<file path="src/rtl/skp_pkg.sv">
package skp_pkg;
  localparam int WORD_W = 18;
  localparam int NSEL   = 6;
  localparam int SEL_W  = 3;

  // Opcode prefix shared by both members of the skip group (top five bits)
  localparam logic [4:0] GRP_PREFIX = 5'b11010;

  typedef struct packed {
    logic             grp;     // word belongs to the skip group
    logic             inv;     // inverted sense
    logic             t_az;    // AC zero
    logic             t_ap;    // AC sign clear
    logic             t_an;    // AC sign set
    logic             t_oc;    // overflow clear
    logic             t_ip;    // IO sign clear
    logic [SEL_W-1:0] sw_code;
    logic [SEL_W-1:0] fl_code;
  } skp_dec_t;

  function automatic logic word_is_zero(input logic [WORD_W-1:0] w);
    return (w == '0);
  endfunction

  function automatic logic word_sign(input logic [WORD_W-1:0] w);
    return w[WORD_W-1];
  endfunction
endpackage

</file>
<file path="src/rtl/skp_decode.sv">
module skp_decode
  import skp_pkg::*;
(
  input  logic [WORD_W-1:0] instr,
  output skp_dec_t          dec
);
  always_comb begin
    dec.grp     = (instr[WORD_W-1:WORD_W-5] == GRP_PREFIX);
    dec.inv     = instr[12];
    dec.t_az    = instr[6];
    dec.t_ap    = instr[7];
    dec.t_an    = instr[8];
    dec.t_oc    = instr[9];
    dec.t_ip    = instr[10];
    dec.sw_code = instr[2*SEL_W-1:SEL_W];
    dec.fl_code = instr[SEL_W-1:0];
  end
endmodule

</file>
<file path="src/rtl/skp_field_test.sv">
module skp_field_test #(
  parameter int NLINE = 6,
  parameter int CW    = 3
) (
  input  logic [CW-1:0]    code,
  input  logic [NLINE-1:0] lines,
  output logic             hit
);
  localparam logic [CW-1:0] ALL_CODE = {CW{1'b1}};

  logic [NLINE-1:0] one_hit;

  for (genvar i = 0; i < NLINE; i++) begin : g_line
    localparam logic [CW-1:0] MY_CODE = CW'(i + 1);
    assign one_hit[i] = (code == MY_CODE) && !lines[i];
  end

  assign hit = (|one_hit) || ((code == ALL_CODE) && (lines == '0));
endmodule

</file>
<file path="src/rtl/skp_out_reg.sv">
module skp_out_reg (
  input  logic clk,
  input  logic rst_n,
  input  logic skip_d,
  input  logic clr_d,
  output logic skip_q,
  output logic clr_q
);
  always_ff @(posedge clk) begin
    if (!rst_n) begin
      skip_q <= 1'b0;
      clr_q  <= 1'b0;
    end else begin
      skip_q <= skip_d;
      clr_q  <= clr_d;
    end
  end
endmodule

</file>
<file path="src/rtl/skip_eval.sv">
module skip_eval
  import skp_pkg::*;
(
  input  logic              clk,
  input  logic              rst_n,
  input  logic              strobe,
  input  logic [WORD_W-1:0] instr,
  input  logic [WORD_W-1:0] acc,
  input  logic [WORD_W-1:0] ioreg,
  input  logic              ovf,
  input  logic [NSEL-1:0]   sense_sw,
  input  logic [NSEL-1:0]   flags,
  output logic              skip,
  output logic              ovf_clr
);
  skp_dec_t dec;
  logic     sw_hit, fl_hit;
  logic     grp_hit;   // strobed word of the skip group
  logic     any_hit;   // OR of all enabled tests
  logic     skip_d, clr_d;

  skp_decode u_dec (.instr(instr), .dec(dec));

  skp_field_test #(.NLINE(NSEL), .CW(SEL_W)) u_sw (
    .code(dec.sw_code), .lines(sense_sw), .hit(sw_hit));

  skp_field_test #(.NLINE(NSEL), .CW(SEL_W)) u_fl (
    .code(dec.fl_code), .lines(flags), .hit(fl_hit));

  assign grp_hit = strobe && dec.grp;

  always_comb begin
    any_hit = (dec.t_az && word_is_zero(acc))
           || (dec.t_ap && !word_sign(acc))
           || (dec.t_an &&  word_sign(acc))
           || (dec.t_oc && !ovf)
           || (dec.t_ip && !word_sign(ioreg))
           || sw_hit || fl_hit;
    skip_d  = grp_hit && (any_hit ^ dec.inv);
    clr_d   = grp_hit && dec.t_oc;
  end

  skp_out_reg u_reg (
    .clk(clk), .rst_n(rst_n), .skip_d(skip_d), .clr_d(clr_d),
    .skip_q(skip), .clr_q(ovf_clr));
endmodule

</file>
<file path="config.mk">
export PLATFORM = sky130hd
export DESIGN_NAME = skip_eval
export DESIGN_NICKNAME = d
export VERILOG_FILES = /design/src/rtl/skp_pkg.sv /design/src/rtl/skp_decode.sv /design/src/rtl/skp_field_test.sv /design/src/rtl/skp_out_reg.sv /design/src/rtl/skip_eval.sv
export SDC_FILE = /design/constraint.sdc
export NUM_CORES = 1
export LEC_CHECK = 0
export ABC_AREA = 1
export BUFFER_PORTS_ARGS = -buffer_cell sky130_fd_sc_hd__buf_2
export CAP_MARGIN = 20
export CORE_MARGIN = 3
export CORE_UTILIZATION = 34
export CTS_BUF_LIST = sky130_fd_sc_hd__clkbuf_4 sky130_fd_sc_hd__clkbuf_8
export DETAILED_ROUTE_END_ITERATION = 8
export GPL_TIMING_DRIVEN = 0
export HOLD_SLACK_MARGIN = 0.02
export PLACE_DENSITY = 0.87
export SYNTH_ARGS = -nofsm -noshare
export SYNTH_HDL_FRONTEND = slang
export SYNTH_HIERARCHICAL = 1
export SYNTH_SLANG_ARGS = --single-unit
</file>
<file path="constraint.sdc">
create_clock -name clk -period 2.7 [get_ports clk]
set_input_delay 0.135 -clock clk [delete_from_list [all_inputs] [get_ports clk]]
set_output_delay 0.135 -clock clk [all_outputs]
set_load 0.02 [all_outputs]
</file>
# Word level (Yosys, flattened, before mapping)
# Index checks and enable logic that the tools add are counted.
# W data, S select, Z words.
# op_classes
eq_ne,15
n_bitwise,1
reduce_logical,50
# ops
cell,n
$eq A3 B3 Y1 const B,8
$logic_and A1 B1 Y1,22
$logic_not A18 Y1,1
$logic_not A1 Y1,15
$eq A3 B2 Y1 const B,4
$logic_not A6 Y1,2
$reduce_or A6 Y1,2
$logic_or A1 B1 Y1,8
$eq A3 B1 Y1 const B,2
$eq A5 B5 Y1 const B,1
$xor A1 B1 Y1,1
# totals
register_bits,2
inputBits,70
output_inout_bits,2
wordCells,68

# Logic depth before layout (Yosys ltp)
# logic_depth
word_depth,10
mapped_depth,16
ltp_nobuf,15

# Cells and area by module
# The synthesis kept the hierarchy.
# modules_own_cells
mod,instances,cells_per_inst,area_per_inst_um2,seq_area_each_um2
skp_field_test,2,28,112.6,0.0
skip_eval,1,33,132.6,0.0
skp_decode,1,17,117.6,0.0
skp_out_reg,1,6,55.1,40.0

# Worst setup path after synthesis
# No wires, ideal clock.
# synth_timing
path_kind,input to register
start,input port instr[5]
end,register u_reg.skip_q
setup_time_ns,0.109
arrival_time_ns,1.109
required_time_ns,2.591
slack_ns,1.482
stages,15
path_buffers,1
cell_sequence,buf_4 -> inv_1 -> nor2_1 -> nand2_1 -> nand2_1 -> nor2_1 -> nand2_1 -> nor2_1 -> o21ai_1 -> nor2_1 -> nand3_1 -> nor2_1 -> nor2_1 -> nand2_1 -> inv_1
# synth_between
elab_chain_len,8
elab_cells_between_ends,20
classes_between,eq/ne (7); bitwise (1); reduce/logical (12)
# synth_rtl
item,line_no,rtl
start: declaration,skip_eval.sv:7,"input logic [WORD_W-1:0] instr,"
"$eq A3 B1 Y1, or another cell as far along",skp_field_test.sv:15,assign one_hit[i] = (code == MY_CODE) && !lines[i];
$logic_and A1 B1 Y1,skp_field_test.sv:15,
$reduce_or A6 Y1,skp_field_test.sv:18,assign hit = (|one_hit) || ((code == ALL_CODE) && (lines == '0));
$logic_or A1 B1 Y1 (*),skp_field_test.sv:18,
via sw_hit,skip_eval.sv:17,"logic sw_hit, fl_hit;"
$logic_or A1 B1 Y1 (*) (2 in series),skip_eval.sv:38,|| sw_hit || fl_hit;
$xor A1 B1 Y1 (*),skip_eval.sv:39,skip_d = grp_hit && (any_hit ^ dec.inv);
$logic_and A1 B1 Y1 (*),skip_eval.sv:39,
via skip_d,skip_eval.sv:20,"logic skip_d, clr_d;"
end signal: assignment,skp_out_reg.sv:14,skip_q <= skip_d;
end: declaration,skp_out_reg.sv:6,"output logic skip_q,"
# The timed path passes the listed nets; every way through them passes the cells marked *.
# A chain may end at the register's enable or synchronous reset.

# Worst setup path after layout
# Ends and elaborated chain as after synthesis.

==> impl_metrics.env <==
export IMPL_grt_max_degree=6
export IMPL_leakage_nw=0.515
export IMPL_grt_pass1_vias=627
export IMPL_synthSimpleGateAreaFrac_pct=59.4
export IMPL_hold_path_class="in -> reg"
export IMPL_grt_pass1_wl_um=2190
export IMPL_drtIter0Drc=9
export IMPL_drtAntennaViolNets=0
export IMPL_fin_setup_tns_ps=0
export IMPL_synth_compound_area_share_pct=1.89
export IMPL_p_per_area_nw_per_um2=230
export IMPL_htree_levels=1
export IMPL_syn_area_per_cell_um2=4.74
export IMPL_seq_area_frac_synth_pct=7.55
export IMPL_yosys_area_share_xor_xnor_pct=0
export IMPL_min_delay_start="rst_n"
export IMPL_crit_required_ps=2870
export IMPL_antenna_found_initial=0
export IMPL_place_hpwl_um=1300
export IMPL_design_die_area_um2=2070
export IMPL_cts_hold_buffers=0
export IMPL_drc_errors=0
export IMPL_vias_per_cell=4.33
export IMPL_drv_cap=0
export IMPL_post_route_period_util_pct=41.9
export IMPL_grt_overflow_total=0
export IMPL_start_util_pct=38.4
export IMPL_status="completed"
export IMPL_stdcell_area_um2=777
export IMPL_synth_top_family_by_area="simple AND/OR/NAND/NOR gates"
export IMPL_p_total_mw=0.179
export IMPL_syn_to_final_growth_pct=46.5
export IMPL_core_area_um2=1380
export IMPL_nets=228
export IMPL_yosys_cell_types_count=12
export IMPL_ir_drop_mv=0.0995
export IMPL_hold_depth=3
export IMPL_fp_dieW_um=45.5
export IMPL_num_rows=13
export IMPL_post_cts_setup_buffer_count=0
export IMPL_clkSinkCount=2
export IMPL_cts_root_buf="clkbuf_4"
export IMPL_pwr_share_clk_pct=36.9
export IMPL_power_net_switching_mw=0.0533
export IMPL_relSlewSlack_pct=90.9
export IMPL_start_kind="input port"
export IMPL_synth_mux_area_share_pct=0
export IMPL_power_frac_seq_pct=16.8
export IMPL_clock_path_buffers=2
export IMPL_drive_gt1_share_pct=41.0
export IMPL_worstSetupEndpointType="flop"
export IMPL_syn_nets=182
export IMPL_crit_fanout=4
export IMPL_hold_path_end="u_reg/skip_q"
export IMPL_numCtsBuffers=3
export IMPL_die_h_um=45.5
export IMPL_internal_power_mw=0.125
export IMPL_routabilityCongestion=0.811
export IMPL_ios=72
export IMPL_cts_resized_gates=0
export IMPL_cts_clk_slew_worst_paths_ps=30
export IMPL_worst_pin_slew_ps=136
export IMPL_synth_seq_cells=2
export IMPL_combinationalPowerShare_pct=46.3
export IMPL_vias=741
export IMPL_max_freq_ghz=0.884
export IMPL_crit_arrival_ps=1300
export IMPL_drv_slew=0
export IMPL_track_usage_pct=13.8
export IMPL_cts_tree="done"
export IMPL_netlist_area_um2=531
export IMPL_num_antenna_cells=0
export IMPL_drtPass1Iterations=4
export IMPL_min_period_ps=1130
export IMPL_rsz0062_at_grt="false"
export IMPL_ys_warnings_count=6
export IMPL_port_buffers=41
export IMPL_synthAdderAreaFrac_pct=0
export IMPL_setup_worst_path_class="in -> reg"
export IMPL_setup_viol=0
export IMPL_netlist_instances=112
export IMPL_wl_um=1460
export IMPL_hold_viol=0
export IMPL_switching_share_pct=29.9
export IMPL_dpl_instance_area_um2=754
export IMPL_wire_per_inst_um=8.54
## kinds of logic after synthesis
group / after synthesis
and+or+nand+nor: 76
buffers and inverters: 32
DFF: 2
AOI/OAI and AO/OA: 2
## synth_stat cells
library cell | n | share of area, %
inv_1 | 17 | 12
nand4_1 | 1 | 1.2
nor2_1 | 33 | 23
buf_4 | 12 | 17
dfxtp_1 | 2 | 7.5
o21ai_1 | 2 | 1.9
nand3_1 | 9 | 8.5
nand2_1 | 28 | 20
nand2_2 | 2 | 2.4
nand3_2 | 1 | 1.9
nor2_2 | 2 | 2.4
inv_2 | 3 | 2.1
## sequential cells by signal, summed over array words and instances (netlist names)
register	flops
u_reg/skip_q	1
u_reg/clr_q	1
## power groups by stage
stage / logic [mW] / registers (mW) / clock network (mW)
after CTS: 0.0834 / 0.0299 / 0.0694
after global placement: 0.0801 / 0.0303 / 0
after floorplan: 0.0479 / 0.0304 / 0
final: 0.0827 / 0.0299 / 0.0659
after detailed placement: 0.0831 / 0.0303 / 0
after global routing: 0.0940 / 0.0299 / 0.0705
## per-stage QoR
stage	instances	utilization [%]	hold WS, ps	setup WS (ps)
after floorplan	112	-	228	1480
after global placement	168	54.6	332	1360
after detailed placement	168	54.6	342	1360
after CTS	171	56.2	113	1590
after global routing	171	56.2	125	1440
final	171	56.2	124	1570
## worst max-delay path: stages
cell and delay (ps):
buf_4 110, inv_1 100, nor2_1 70, nand2_1 50
nand2_1 50, nor2_1 90, nand2_1 50, nor2_1 90
o21ai_1 70, nor2_1 80, nand3_1 100, nand2_1 70
nand2_1 40, nor2_1 90, nand2_1 50, inv_1 50
## placed cells by master (no fill, tap or decap), drive strengths merged
master  count
nand3      10
inv        20
nand4       1
buf        53
nor2       35
dfxtp       2
o21ai       2
nand2      30
clkbuf      3
## metal layers
layer / routed length, um / track usage [%] / vias to the layer above
li1: - / - / 406
met1: 482 / 14.3 / 298
met2: 787 / 27.6 / 37
met3: 191 / 0 / 0
met4: 0 / 7.02 / 0
met5: 0 / 0 / -
## area by class of cell
cell class / count / area [um^2]
tap: 15 / 18.8
inverter: 20 / 75.1
timing repair buffer: 41 / 205
fill: 157 / 606
clock buffer: 3 / 22.5
multi-input combinational: 78 / 325
buffer: 12 / 90.1
sequential: 2 / 40.0
## worst max path at each step
stage	slack, ps	startpoint	to
floorplan	1480	instr[5]	u_reg/skip_q
global placement	1360	instr[5]	u_reg/skip_q
detailed placement	1360	instr[5]	u_reg/skip_q
CTS	1590	instr[5]	u_reg/skip_q
global route	1440	instr[2]	u_reg/skip_q
finish	1570	instr[5]	u_reg/skip_q
No activity file was read; power rests on OpenSTA's default activity.
